===== config.mk =====
export PLATFORM = sky130hd
export DESIGN_NAME = ddr3_dll_odt_guard
export DESIGN_NICKNAME = d
export VERILOG_FILES = /design/src/rtl/ddr_guard_pkg.sv /design/src/rtl/mr_shadow.sv /design/src/rtl/dll_fsm.sv /design/src/rtl/cmd_gate.sv /design/src/rtl/ddr3_dll_odt_guard.sv
export SDC_FILE = /design/constraint.sdc
export NUM_CORES = 1
export LEC_CHECK = 0
export ABC_AREA = 1
export CORE_MARGIN = 4
export CORE_UTILIZATION = 44
export CTS_BUF_LIST = sky130_fd_sc_hd__clkbuf_16
export DETAILED_ROUTE_END_ITERATION = 16
export PLACE_DENSITY = 0.85
export SETUP_SLACK_MARGIN = 0.5
export SYNTH_ARGS = -nofsm -noshare
export SYNTH_HDL_FRONTEND = slang
export SYNTH_SLANG_ARGS = --single-unit

===== constraint.sdc =====
create_clock -name clk -period 3.72 [get_ports clk]
set_input_delay 0.558 -clock clk [delete_from_list [all_inputs] [get_ports clk]]
set_output_delay 0.558 -clock clk [all_outputs]
set_load 0.01 [all_outputs]

===== src/rtl/ddr_guard_pkg.sv =====
package ddr_guard_pkg;

    typedef enum logic [1:0] {
        DLL_LOCKED  = 2'd0,
        DLL_RELOCK  = 2'd1,
        DLL_SELFREF = 2'd2,
        DLL_OFF     = 2'd3
    } dll_state_e;

    localparam logic [2:0] CMD_NOP   = 3'd0;
    localparam logic [2:0] CMD_MRS   = 3'd1;
    localparam logic [2:0] CMD_READ  = 3'd2;
    localparam logic [2:0] CMD_WRITE = 3'd3;
    localparam logic [2:0] CMD_SRE   = 3'd4;
    localparam logic [2:0] CMD_SRX   = 3'd5;
    localparam logic [2:0] CMD_PDE   = 3'd6;
    localparam logic [2:0] CMD_PDX   = 3'd7;

    // picked mode-register bits: {A10,A9,A8,A6,A5,A2,A1,A0}
    typedef struct packed {
        logic a10;
        logic a9;
        logic a8;
        logic a6;
        logic a5;
        logic a2;
        logic a1;
        logic a0;
    } mr_bits_t;

endpackage


===== src/rtl/mr_shadow.sv =====
module mr_shadow
    import ddr_guard_pkg::*;
#(
    parameter int BAW = 3
) (
    input  logic           clk,
    input  logic           rst_n,
    input  logic           mrs_acc,
    input  logic [BAW-1:0] ba,
    input  mr_bits_t       bits,
    output logic [2:0]     rtt_nom,
    output logic [1:0]     rtt_wr,
    output logic [1:0]     drv_imp
);
    localparam logic [BAW-1:0] BA_MR1 = BAW'(1);
    localparam logic [BAW-1:0] BA_MR2 = BAW'(2);

    logic wr_mr1, wr_mr2;

    always_comb begin
        wr_mr1 = mrs_acc && (ba == BA_MR1);
        wr_mr2 = mrs_acc && (ba == BA_MR2);
    end

    always_ff @(posedge clk) begin
        if (!rst_n) begin
            rtt_nom <= '0;
            rtt_wr  <= '0;
            drv_imp <= '0;
        end else begin
            if (wr_mr1) begin
                rtt_nom <= {bits.a9, bits.a6, bits.a2};
                drv_imp <= {bits.a5, bits.a1};
            end
            if (wr_mr2) begin
                rtt_wr <= {bits.a10, bits.a9};
            end
        end
    end

    // shadow follows the accepted MR1 / MR2 write
    a_r2_mr1_capture: assert property (@(posedge clk) disable iff (!rst_n)
        wr_mr1 |=> (rtt_nom == {$past(bits.a9), $past(bits.a6), $past(bits.a2)}));
    a_r2_mr2_capture: assert property (@(posedge clk) disable iff (!rst_n)
        wr_mr2 |=> (rtt_wr == {$past(bits.a10), $past(bits.a9)}));
    a_r2_hold: assert property (@(posedge clk) disable iff (!rst_n)
        !mrs_acc |=> $stable(rtt_nom) && $stable(rtt_wr) && $stable(drv_imp));

endmodule


===== src/rtl/dll_fsm.sv =====
module dll_fsm
    import ddr_guard_pkg::*;
#(
    parameter int TDLLK = 512,
    parameter int BAW   = 3
) (
    input  logic           clk,
    input  logic           rst_n,
    input  logic           acc,
    input  logic [2:0]     code,
    input  logic [BAW-1:0] ba,
    input  mr_bits_t       bits,
    output dll_state_e     state_o
);
    localparam int CW = $clog2(TDLLK + 1);
    localparam logic [CW-1:0] RELOAD = CW'(TDLLK - 1);
    localparam logic [BAW-1:0] BA_MR0 = BAW'(0);
    localparam logic [BAW-1:0] BA_MR1 = BAW'(1);

    dll_state_e    state, nxt;
    logic [CW-1:0] cnt;
    logic          load;
    logic          ev_reset, ev_dis, ev_en, ev_sre, ev_srx;

    always_comb begin
        ev_reset = acc && code == CMD_MRS && ba == BA_MR0 && bits.a8;
        ev_dis   = acc && code == CMD_MRS && ba == BA_MR1 && bits.a0;
        ev_en    = acc && code == CMD_MRS && ba == BA_MR1 && !bits.a0;
        ev_sre   = acc && code == CMD_SRE;
        ev_srx   = acc && code == CMD_SRX;
    end

    // next-state and counter-load decision
    always_comb begin
        nxt  = state;
        load = 1'b0;
        unique case (state)
            DLL_LOCKED: begin
                if (ev_dis) nxt = DLL_OFF;
                else if (ev_reset) begin nxt = DLL_RELOCK; load = 1'b1; end
                else if (ev_sre) nxt = DLL_SELFREF;
            end
            DLL_RELOCK: begin
                if (ev_dis) nxt = DLL_OFF;
                else if (ev_reset) load = 1'b1;
                else if (cnt == '0) nxt = DLL_LOCKED;
            end
            DLL_SELFREF: begin
                if (ev_srx) begin nxt = DLL_RELOCK; load = 1'b1; end
            end
            DLL_OFF: begin
                if (ev_en) begin nxt = DLL_RELOCK; load = 1'b1; end
            end
        endcase
    end

    // state register
    always_ff @(posedge clk) begin
        if (!rst_n) begin
            state <= DLL_RELOCK;
            cnt   <= RELOAD;
        end else begin
            state <= nxt;
            if (load)
                cnt <= RELOAD;
            else if (state == DLL_RELOCK && cnt != '0)
                cnt <= cnt - 1'b1;
        end
    end

    // outputs
    always_comb begin
        state_o = state;
    end

    // no lock while the interval is still running
    a_r1_no_early_lock: assert property (@(posedge clk) disable iff (!rst_n)
        (state == DLL_RELOCK && cnt != '0) |=> (state != DLL_LOCKED));
    // the interval counts down one per cycle unless reloaded
    a_r1_count_down: assert property (@(posedge clk) disable iff (!rst_n)
        (state == DLL_RELOCK && cnt != '0 && !acc) |=> (cnt == $past(cnt) - 1'b1));
    // leaving self-refresh always restarts the relock interval
    a_r4_srx_relock: assert property (@(posedge clk) disable iff (!rst_n)
        (state == DLL_SELFREF && ev_srx) |=> (state == DLL_RELOCK && cnt == RELOAD));
    // a DLL-off write always lands in DLL_OFF
    a_r6_dis_off: assert property (@(posedge clk) disable iff (!rst_n)
        (ev_dis && state != DLL_SELFREF) |=> (state == DLL_OFF));

endmodule


===== src/rtl/cmd_gate.sv =====
module cmd_gate
    import ddr_guard_pkg::*;
(
    input  dll_state_e state,
    input  logic       cmd_valid,
    input  logic [2:0] code,
    input  logic [2:0] rtt_nom,
    input  logic [1:0] rtt_wr,
    input  logic       odt_req,
    output logic       ready,
    output logic       odt_out,
    output logic       cke_err,
    output logic       odt_err,
    output logic       dyn_err,
    output logic [2:0] term_code,
    output logic       term_wr
);
    logic is_rd, is_wr, wr_term_on, blk;

    always_comb begin
        is_rd      = (code == CMD_READ);
        is_wr      = (code == CMD_WRITE);
        wr_term_on = (rtt_wr != 2'b00);
        blk        = 1'b0;
        odt_out    = 1'b0;
        unique case (state)
            DLL_LOCKED: begin
                blk     = 1'b0;
                odt_out = odt_req;
            end
            DLL_RELOCK, DLL_SELFREF: begin
                blk     = is_rd || (is_wr && wr_term_on);
                odt_out = 1'b0;
            end
            DLL_OFF: begin
                blk     = is_wr && wr_term_on;
                odt_out = odt_req;
            end
        endcase
        ready   = !blk;
        cke_err = cmd_valid && (state == DLL_RELOCK) &&
                  (code == CMD_SRE || code == CMD_PDE);
        odt_err = (state == DLL_OFF) && odt_req && (rtt_nom != 3'b000);
        dyn_err = (state == DLL_OFF) && wr_term_on;
        if (is_wr && wr_term_on) begin
            term_code = {1'b0, rtt_wr};
            term_wr   = 1'b1;
        end else begin
            term_code = rtt_nom;
            term_wr   = 1'b0;
        end
    end

endmodule


===== src/rtl/ddr3_dll_odt_guard.sv =====
module ddr3_dll_odt_guard
    import ddr_guard_pkg::*;
#(
    parameter int TDLLK = 512,
    parameter int AW    = 16,
    parameter int BAW   = 3
) (
    input  logic           clk,
    input  logic           rst_n,
    input  logic           cmd_valid_i,
    output logic           cmd_ready_o,
    input  logic [2:0]     cmd_code_i,
    input  logic [BAW-1:0] cmd_ba_i,
    input  logic [AW-1:0]  cmd_addr_i,
    input  logic           odt_req_i,
    output logic           bus_valid_o,
    output logic [2:0]     bus_code_o,
    output logic [BAW-1:0] bus_ba_o,
    output logic [AW-1:0]  bus_addr_o,
    output logic           odt_o,
    output logic [1:0]     dll_state_o,
    output logic [2:0]     rtt_nom_o,
    output logic [1:0]     rtt_wr_o,
    output logic [1:0]     drv_imp_o,
    output logic [2:0]     term_code_o,
    output logic           term_wr_o,
    output logic           err_cke_o,
    output logic           err_odt_o,
    output logic           err_dyn_odt_o
);
    mr_bits_t   bits;
    dll_state_e state;
    logic       acc;

    always_comb begin
        bits = '{a10: cmd_addr_i[10], a9: cmd_addr_i[9], a8: cmd_addr_i[8],
                 a6: cmd_addr_i[6],  a5: cmd_addr_i[5], a2: cmd_addr_i[2],
                 a1: cmd_addr_i[1],  a0: cmd_addr_i[0]};
        acc         = cmd_valid_i && cmd_ready_o;
        bus_valid_o = acc;
        bus_code_o  = cmd_code_i;
        bus_ba_o    = cmd_ba_i;
        bus_addr_o  = cmd_addr_i;
        dll_state_o = state;
    end

    mr_shadow #(.BAW(BAW)) u_shadow (
        .clk     (clk),
        .rst_n   (rst_n),
        .mrs_acc (acc && cmd_code_i == CMD_MRS),
        .ba      (cmd_ba_i),
        .bits    (bits),
        .rtt_nom (rtt_nom_o),
        .rtt_wr  (rtt_wr_o),
        .drv_imp (drv_imp_o)
    );

    dll_fsm #(.TDLLK(TDLLK), .BAW(BAW)) u_fsm (
        .clk     (clk),
        .rst_n   (rst_n),
        .acc     (acc),
        .code    (cmd_code_i),
        .ba      (cmd_ba_i),
        .bits    (bits),
        .state_o (state)
    );

    cmd_gate u_gate (
        .state     (state),
        .cmd_valid (cmd_valid_i),
        .code      (cmd_code_i),
        .rtt_nom   (rtt_nom_o),
        .rtt_wr    (rtt_wr_o),
        .odt_req   (odt_req_i),
        .ready     (cmd_ready_o),
        .odt_out   (odt_o),
        .cke_err   (err_cke_o),
        .odt_err   (err_odt_o),
        .dyn_err   (err_dyn_odt_o),
        .term_code (term_code_o),
        .term_wr   (term_wr_o)
    );

    // no READ reaches the bus while the DLL is relocking or in self-refresh
    a_r3_read_locked: assert property (@(posedge clk) disable iff (!rst_n)
        (bus_valid_o && bus_code_o == CMD_READ) |->
            (state == DLL_LOCKED || state == DLL_OFF));
    // a write with write termination set only issues with a locked DLL
    a_r10_write_locked: assert property (@(posedge clk) disable iff (!rst_n)
        (bus_valid_o && bus_code_o == CMD_WRITE && rtt_wr_o != 2'b00) |->
            (state == DLL_LOCKED));
    // ODT pin never rises without a request and never during relock
    a_r12_odt_gate: assert property (@(posedge clk) disable iff (!rst_n)
        odt_o |-> (odt_req_i && state != DLL_RELOCK && state != DLL_SELFREF));
    // a held-back command never appears on the bus
    a_r13_no_issue_blocked: assert property (@(posedge clk) disable iff (!rst_n)
        !cmd_ready_o |-> !bus_valid_o);

endmodule


==> results of run 1 <==
## synth_stat cells
master / instances / area (µm²)
inv_1: 32 / 120
nand2_1: 31 / 116
buf_4: 22 / 165
dfxtp_1: 19 / 380
nor2_1: 16 / 60.1
a21oi_1: 11 / 55.1
o21ai_0: 10 / 50.1
nand3_1: 8 / 40.0
nor2_2: 8 / 50.1
ha_1: 6 / 75.1
nand2_2: 5 / 31.3
nand3_2: 5 / 50.1
xor2_1: 4 / 35.0
or2_1: 3 / 18.8
inv_2: 2 / 7.51
nor2_4: 2 / 22.5
nor3_1: 2 / 10.0
xnor2_1: 2 / 17.5
a311oi_1: 1 / 8.76
nand3_4: 1 / 17.5
nand4_1: 1 / 6.26
nand4_4: 1 / 21.3
nor3_2: 1 / 10.0
nor4_1: 1 / 6.26
o211ai_1: 1 / 7.51
o21a_1: 1 / 7.51
o21ai_2: 1 / 8.76
o21bai_2: 1 / 11.3
or2_0: 1 / 6.26
or2_2: 1 / 6.26
## logic make-up after synthesis
kind of cell,Yosys count
AO/OA/AOI/OAI,26
buffers and inverters,56
AND/OR/NAND/NOR,87
flip-flops,19
adder cells (fa/ha/maj),6
XOR/XNOR,6
## layout make-up
cell class	count	share of cell area [%]
clock buffer	3	3.96
clock inverter	1	0.198
inverter	34	6.73
multi-input combinational	125	39.8
sequential	19	20.1
tap	44	2.90
timing repair buffer	50	26.4
## per-stage QoR
stage | area, µm² | total power, mW
finish | 1900 | 0.827
CTS | 1890 | 0.835
floorplan | 1420 | 0.506
global route | 1900 | 0.893
detailed placement | 1810 | 0.614
global placement | 1810 | 0.603
## flip-flops by register name, indices dropped and copies added, names as in the netlist
name and cells:
u_fsm.cnt 10, u_shadow.rtt_nom 3, u_fsm.state_o 2, u_shadow.drv_imp 2, u_shadow.rtt_wr 2
## path summary, 6_finish.rpt
check,start,to,slack [ns],depth (start not counted)
worst min-delay path,u_shadow.drv_imp[0],u_shadow.drv_imp[0],0.47,2
worst max-delay path,cmd_code_i[0],term_code_o[0],0.87,6
worst max register to register,u_fsm.state_o[0],u_fsm.cnt[1],1.68,13
worst min register to register,u_shadow.drv_imp[0],u_shadow.drv_imp[0],0.47,2
## power breakdown
group          total, mW  leakage, nW  internal, mW  switching [mW]
combinational      0.366        0.573         0.161           0.205
clock              0.214       0.0423         0.143          0.0714
sequential         0.247        0.154         0.226          0.0208
## worst min-delay path, delay by kind of cell, from the launching register on
family | cells | cell delay (ns)
AO/OA/AOI/OAI | 1 | 0.05
flip-flops | 1 | 0.31
AND/OR/NAND/NOR | 1 | 0.06
## metal layers
layer / wire length, µm / up-vias / GRT usage [%]
li1: - / 670 / -
met1: 1440 / 562 / 20.7
met2: 1560 / 43 / 28.1
met3: 177 / 6 / 2.43
met4: 53 / 0 / 5.80
met5: 0 / - / 0
## what timing repair did
action,4_1_cts,5_1_grt
endpoints found under the setup margin,0,2
gates resized for setup,0,1
buffers inserted,0,0
==> run_results.csv, run 1 <==
group,metric,value,unit
clock_tree,clkSinkCount,19,
setup_path,path_cells,"clkdlybuf4s50_1, inv_1, nor3_2, nand2_1, o21ai_0, clkdlybuf4s50_1",
sta,skew,0.00130,ns
power,leakage,0.769,nW
setup_path,slowest_stage,"clkdlybuf4s50_1",
floorplanning,initial_core_util,46.2,%
clock_tree,clk_pin_slew,0.05,ns
global_routing,grt_usage,16.4,%
global_routing,grt_pass1_wl,5530,µm
cells_and_area,regArea,380,µm²
detailed_routing,drt_iter0_drc,29,
logic_synthesis,synthAdderAreaFrac,5.28,%
clock_tree,cts_inserted_buffers,3,
sta,report.final.slew_viol_count,0,
detailed_routing,vias,1281,
detailed_routing,viasPerCell,4.64,
power,ir_drop,0.299,mV
clock_tree,h-tree-depth,1,
cells_and_area,final_cell_mix,"clkdlybuf4s50_1 (50), inv_1 (33), nand2_1 (31)",
logic_synthesis,ys_warn_count,0,
setup_path,critPathLaunchType,"input port",
sta,setup_viol,0,
clock_tree,cts-root-buf,"clkbuf_16",
global_routing,overflow,0,
setup_path,cp.arrival,2.30,ns
sta,layout_setup_ws,0.866,ns
setup_path,max_stage_delay,0.56,ns
outcome,status,"completed",
cells_and_area,areaGrowthSynthToFinish,33.3,%
clock_tree,clock_latency,0.25,ns
setup_path,worstPathRequired,3.16,ns
cells_and_area,fillCellCount,270,
sta,worst_pin_slew,0.365,ns
power,p_per_area,436,mW/mm²
setup_path,worstSetupPathType,"in2out",
cells_and_area,layout.nets,265,
worst_hold_path,hp-class,"reg2reg",
sta,min_period,2.85,ns
floorplanning,die_height,64.9,µm
global_routing,grt_antenna_before_repair,0,
cells_and_area,multi_input_area,754,µm²
logic_synthesis,avgSynthCellArea,7.11,µm²
logic_synthesis,syn-cell-area,0.00142,mm²
cells_and_area,layout_commonest_cell,"clkdlybuf4s50_1",
global_routing,grt_pass1_vias,1263,
clock_tree,clk_path_buf_depth,2,
cells_and_area,stdcell_count,276,
floorplanning,die_w,64.9,µm
sta,slew_headroom,75.5,%
detailed_routing,post_drt_wl_per_cell,11.7,µm
clock_tree,cts_tree,"done",
detailed_routing,ant_nets,0,
cells_and_area,drive_above_1_share,13.8,%
floorplanning,rows,20,
floorplanning,coreArea,0.00308,mm²
detailed_routing,first_pass_iters,4,
clock_tree,hold_buffers,0,
logic_synthesis,synth_fp_nets,232,
logic_synthesis,synth-seq-cells,19,
placed_design,hpwl,2620,µm
floorplanning,die-area,0.00421,mm²
logic_synthesis,synth_compound_area_share,10.5,%
placed_design,port_buffers,50,
placed_design,post-place-ws,0.695,ns
setup_path,worst-path-max-fanout,6,
floorplanning,io-pin-count,67,
setup_path,crit_top_cell,"clkdlybuf4s50_1",
global_routing,grt_start_max_net_pins,11,
sta,hold_viol,0,
placed_design,globalplace.congestion,0.789,
cells_and_area,fin_util,61.6,%
setup_path,cp_num_buf_inv,3,
sta,setup_tns,0,ns
setup_path,endpoint_kind,"output port",
cells_and_area,diodes,0,
setup_path,critical-path-top-delay-family,"buffers and inverters",
logic_synthesis,postSynthCellCount,200,
sta,fmax,350,MHz
logic_synthesis,synthSimpleGateAreaFrac,33.2,%
detailed_routing,route.detailed.drc,0,
logic_synthesis,netlist-cell-type-count,30,
logic_synthesis,muxShareOfSynthArea,0,%
placed_design,numPlacedInstances,272,
logic_synthesis,seq_area_frac_synth,26.7,%
logic_synthesis,synth_xor_area_share,3.69,%
sta,hold_ws,0.469,ns
sta,rsz0062_at_grt,"no",
detailed_routing,wirelength,3230,µm
job,drv_cap,0,
logic_synthesis,synth_top_family_by_area,"simple AND/OR/NAND/NOR gates",
sta,post-route-period-util,76.7,%
(Power assumes the default switching activity.)
==> inputs of run 2 (changes only) <==
- CORE_UTILIZATION: 44 -> 37
- PLACE_DENSITY: 0.85 -> 0.76
- clock period: 3.72 -> 2.55 ns (I/O delays scaled with it)
==> run 2 against run 1 <==
Register-to-register slack worse by 1.0 ns; via count up 2.3%; clock power up 47%; worst hold slack worse by 0.0062 ns; global-route usage down 3.2 points; cell area up 2.5%; largest power group unchanged; setup slack worse by 0.31 ns; clock-buffer cell count unchanged; cell count up 4.0%.
==> run_results.csv, run 2 (synthesis results as in run 1) <==
group,metric,value,unit
setup_path,critical-path-top-delay-family,"buffers and inverters",
job,drv_cap,0,
sta,rsz0062_at_grt,"no",
setup_path,endpoint_kind,"output port",
global_routing,grt_usage,13.2,%
setup_path,worst-path-max-fanout,6,
setup_path,critPathLaunchType,"input port",
cells_and_area,areaGrowthSynthToFinish,36.7,%
global_routing,grt_pass1_vias,1160,
outcome,status,"completed",
setup_path,worstSetupPathType,"in2out",
cells_and_area,fillCellCount,373,
cells_and_area,layout_commonest_cell,"clkdlybuf4s50_1",
floorplanning,die-area,0.00490,mm²
floorplanning,die_w,70.0,µm
clock_tree,clock_latency,0.25,ns
floorplanning,die_height,70.0,µm
setup_path,cp.arrival,1.61,ns
power,power,1.23,mW
cells_and_area,registers.top_by_ff_count,"u_fsm.cnt",
detailed_routing,ant_nets,0,
setup_path,path_cells,"clkdlybuf4s50_1, inv_1, nor3_2, buf_4, nor2_1, dlygate4sd2_1",
sta,hold_viol,0,
placed_design,hpwl,2630,µm
sta,slew_headroom,81.4,%
sta,skew,0.00433,ns
cells_and_area,reg.largest.list,"u_fsm.cnt: 10 flops, u_shadow.rtt_nom: 3 flops",
floorplanning,rows,22,
clock_tree,clkSinkCount,19,
power,p_per_area,632,mW/mm²
floorplanning,io-pin-count,67,
clock_tree,cts_tree,"done",
global_routing,overflow,0,
cells_and_area,drive_above_1_share,19.2,%
cells_and_area,diodes,0,
clock_tree,hold_buffers,0,
clock_tree,cts_inserted_buffers,3,
setup_path,worstPathRequired,2.17,ns
sta,setup_tns,0,ns
global_routing,grt_start_max_net_pins,11,
clock_tree,clk_path_buf_depth,2,
floorplanning,coreArea,0.00369,mm²
sta,post-route-period-util,78.1,%
global_routing,grt_antenna_before_repair,0,
detailed_routing,route.detailed.drc,0,
clock_tree,cts-root-buf,"clkbuf_16",
worst_hold_path,hp-class,"reg2reg",
placed_design,port_buffers,50,
floorplanning,initial_core_util,38.6,%
clock_tree,h-tree-depth,1,
sta,setup_viol,0,
detailed_routing,post_drt_wl_per_cell,11.3,µm
detailed_routing,drt_iter0_drc,35,
setup_path,max_stage_delay,0.47,ns
power,ir_drop,0.435,mV
cells_and_area,layout.nets,272,
detailed_routing,wirelength,3240,µm
setup_path,slowest_stage,"clkdlybuf4s50_1",
detailed_routing,viasPerCell,4.56,
cells_and_area,largest_reg_flops,10,
global_routing,grt_pass1_wl,5290,µm
sta,report.final.slew_viol_count,0,
clock_tree,clk_pin_slew,0.05,ns
power,leakage,0.829,nW
sta,min_period,1.99,ns
detailed_routing,first_pass_iters,4,
placed_design,globalplace.congestion,0.780,
cells_and_area,final_cell_mix,"clkdlybuf4s50_1 (39), inv_1 (32), nand2_1 (31)",
sta,worst_pin_slew,0.278,ns
sta,fmax,502,MHz
setup_path,cp_num_buf_inv,4,
detailed_routing,vias,1310,
==> run 2: cell count changes in the layout (fill, tap and decap cells not counted), moves of 2 or more <==
cell and delta:
clkdlybuf4s50_1 -11, dfxtp_1 -2, buf_4 +7, dlygate4sd2_1 +8
==> run 2: per-stage QoR <==
stage,area [µm²],hold WS (ns),utilization (%),setup WS [ns],cells
2_1_floorplan,1420,0.446,-,0.711,200
3_3_place_gp,1850,0.457,50.1,0.165,280
3_5_place_dp,1850,0.458,50.1,0.178,280
4_1_cts,1920,0.469,52.1,0.510,284
5_1_grt,1940,0.496,52.7,0.481,287
6_report,1940,0.462,52.7,0.557,287
==> run 2: area by class of cell <==
cell class,instances,area (µm²),share of cell area [%]
clock buffers,3,75.1,3.86
clock inverters,1,3.75,0.193
inverters,34,128,6.56
repair buffers,57,533,27.4
multi-input cells,125,759,39.1
flip-flops and latches,19,385,19.8
well taps,48,60.1,3.09
==> run 2: power by group <==
| part | internal (mW) | leakage [nW] | switching (mW) |
|---|---|---|---|
| registers | 0.336 | 0.155 | 0.0294 |
| clock network | 0.208 | 0.0423 | 0.106 |
| logic | 0.246 | 0.632 | 0.304 |
==> run 2: worst paths after layout <==
| path | depth (start not counted) | slack [ns] | to | start |
|---|---|---|---|---|
| min reg2reg | 2 | 0.46 | u_shadow.drv_imp[1] | u_shadow.drv_imp[1] |
| max | 6 | 0.56 | term_code_o[2] | cmd_code_i[0] |
| min | 2 | 0.46 | u_shadow.drv_imp[1] | u_shadow.drv_imp[1] |
| max reg2reg | 16 | 0.66 | u_fsm.state_o[1] | u_fsm.state_o[1] |
==> run 2: tightest hold or removal path, stage by stage, from the launching register on <==
cell	delay, ns
dfxtp_1	0.31
nand2_1	0.06
a21oi_1	0.05
==> run 2: layer usage <==
| metal | share of wire (%) | wire [µm] | track usage, % | vias to the layer above |
|---|---|---|---|---|
| li1 | - | - | - | 688 |
| met1 | 48 | 1560 | 16.6 | 589 |
| met2 | 46 | 1490 | 21.5 | 27 |
| met3 | 3.8 | 122 | 2.59 | 6 |
| met4 | 2.1 | 68 | 6.17 | 0 |
| met5 | 0 | 0 | 0 | - |
==> run 2: timing repair <==
item | CTS | global route
pin swaps | 0 | 2
setup endpoints to repair | 10 | 9
resized for setup | 16 | 8
buffers inserted | 0 | 3
endpoints found under the hold margin | 0 | 0
==> inputs of run 3 (changes only) <==
- clock period: 2.55 -> 1.7 ns (I/O delays scaled with it)
==> run 3 against run 2 <==
The flow now finishes with violations (setup timing); wire length is 16% higher; sequential share of layout area fell by 3.1 points; setup slack got worse by 0.57 ns; cell area up 21%; die area stayed put; non-clock buffer count increased by 31; sequential power is 54% higher.
==> run_results.csv, run 3 (synthesis results as in run 1) <==
group,metric,value,unit
detailed_routing,wirelength,3760,µm
detailed_routing,viasPerCell,4.52,
setup_path,worstSetupPathType,"reg2out",
sta,setup_viol,1,
placed_design,globalplace.congestion,0.789,
power,leakage,1.07,nW
cells_and_area,registers.top_by_ff_count,"u_fsm.cnt",
sta,report.final.slew_viol_count,0,
cells_and_area,regArea,394,µm²
floorplanning,die-area,0.00490,mm²
cells_and_area,largest_reg_flops,10,
sta,min_period,1.72,ns
power,p_per_area,972,mW/mm²
clock_tree,cts_tree,"done",
floorplanning,die_w,70.0,µm
sta,layout_setup_ws,-0.0156,ns
placed_design,port_buffers,50,
cells_and_area,fin_util,63.7,%
cells_and_area,areaGrowthSynthToFinish,65.3,%
sta,hold_viol,0,
setup_path,crit_top_cell,"buf_6",
setup_path,path_cells,"inv_4, ha_4, inv_2, nand2_2, nand3_4, buf_6, buf_6, buf_6",
setup_path,critical-path-top-delay-family,"buffers and inverters",
setup_path,r2r_start,"u_fsm.state_o[1]",
setup_path,cp.arrival,1.46,ns
floorplanning,initial_core_util,38.6,%
global_routing,grt_pass1_wl,6130,µm
cells_and_area,final_cell_mix,"buf_4 (25), inv_1 (23), nand2_1 (22)",
job,drv_cap,0,
cells_and_area,diodes,0,
setup_path,r2r_slack,0.01,ns
clock_tree,clk_pin_slew,0.05,ns
placed_design,hpwl,2720,µm
setup_path,max_stage_delay,0.37,ns
setup_path,worst-path-max-fanout,4,
placed_design,numPlacedInstances,297,
outcome,violations,"setup timing",
global_routing,grt_start_max_net_pins,11,
global_routing,grt_antenna_before_repair,0,
clock_tree,clkSinkCount,19,
setup_path,endpoint_kind,"output port",
detailed_routing,drt_iter0_drc,23,
floorplanning,io-pin-count,67,
worst_hold_path,hp-start,"cmd_addr_i[9]",
sta,worst_pin_slew,0.289,ns
outcome,status,"finished, violations left",
setup_path,slowest_stage,"dfxtp_4",
cells_and_area,fillCellCount,305,
detailed_routing,first_pass_iters,4,
sta,slew_headroom,80.7,%
global_routing,grt_usage,15.0,%
setup_path,startpoint,"u_fsm.state_o[1]",
detailed_routing,post_drt_wl_per_cell,11.8,µm
sta,post-route-period-util,101,%
cells_and_area,layout_commonest_cell,"buf_4",
sta,rsz0062_at_grt,"yes",
global_routing,grt_pass1_vias,1369,
clock_tree,clock_latency,0.25,ns
clock_tree,clk_path_buf_depth,2,
clock_tree,cts_inserted_buffers,3,
detailed_routing,vias,1438,
cells_and_area,stdcell_count,318,
detailed_routing,ant_nets,0,
floorplanning,coreArea,0.00369,mm²
setup_path,critPathLaunchType,"register",
worst_hold_path,hp-class,"in2reg",
cells_and_area,layout.nets,303,
detailed_routing,route.detailed.drc,0,
cells_and_area,reg.largest.list,"u_fsm.cnt: 10 flops, u_shadow.rtt_nom: 3 flops",
clock_tree,h-tree-depth,1,
power,ir_drop,0.596,mV
sta,fmax,583,MHz
sta,skew,0.00241,ns
clock_tree,hold_buffers,0,
setup_path,worstPathRequired,1.44,ns
global_routing,overflow,0,
floorplanning,die_height,70.0,µm
cells_and_area,drive_above_1_share,50.4,%
cells_and_area,multi_input_area,930,µm²
setup_path,cp_num_buf_inv,5,
clock_tree,cts-root-buf,"clkbuf_16",
floorplanning,rows,22,
[run 3: cell count changes in the layout (fill, tap and decap cells not counted), sizes merged]
cell / previous run / this run
dlygate4sd2: 8 / 15
clkdlybuf4s50: 39 / 9
buf: 8 / 58
clkdlybuf4s15: 1 / 4
dlymetal6s2s: 0 / 1
[run 3: report_power, final]
part           switching [mW]  leakage, nW  total (mW)  internal (mW)
sequential             0.0540        0.156       0.563          0.509
combinational           0.610        0.872        1.25          0.644
clock                   0.157       0.0423       0.469          0.312
[run 3: routing by layer]
metal  share of wire (%)  routed length [µm]  track usage [%]  vias to the layer above
met5                   0                   0                0                        -
met4                0.96                  36             3.62                        0
met3                 6.1                 228             3.17                        5
met2                  51                1930             26.2                       34
met1                  42                1560             18.8                      644
li1                    -                   -                -                      755
[run 3: stage by stage]
stage                     hold WS (ns)  instance area, µm²  worst slack (ns)  power [mW]  setup TNS, ns
final                            0.364                2350           -0.0156        2.29        -0.0156
after global routing             0.377                2350           -0.0663        2.44         -0.434
after CTS                        0.435                2200            0.0160        2.11              0
after detailed placement         0.447                2040            -0.340        1.57          -6.24
after global placement           0.440                2040            -0.333        1.56          -5.72
after floorplan                  0.339                1490            0.0620        1.19              0
[run 3: layout make-up]
class	instances	share of cell area, %
Inverter	34	5.96
Clock buffer	3	3.19
Tap cell	48	2.55
Timing Repair Buffer	88	31.8
Multi-Input combinational cell	125	39.5
Clock inverter	1	0.160
Sequential cell	19	16.8
[run 3: worst paths after layout]
path,cells after the start,to
worst max-delay path,8,cmd_ready_o
worst min-delay path,3,u_shadow.rtt_wr[0]
worst max register to register,16,u_fsm.state_o[1]
worst min register to register,2,u_shadow.drv_imp[1]
[run 3: worst min-delay path, delay by kind of cell]
kind                   cells  cell delay (ns)
AOI/OAI and AO/OA          2             0.17
buffers and inverters      1             0.15
[run 3: timing repair]
item / 4_1_cts / 5_1_grt
gates resized for setup: 132 / 40
pin swaps: 15 / 18
endpoints found under the setup margin: 52 / 31
setup buffers: 12 / 5
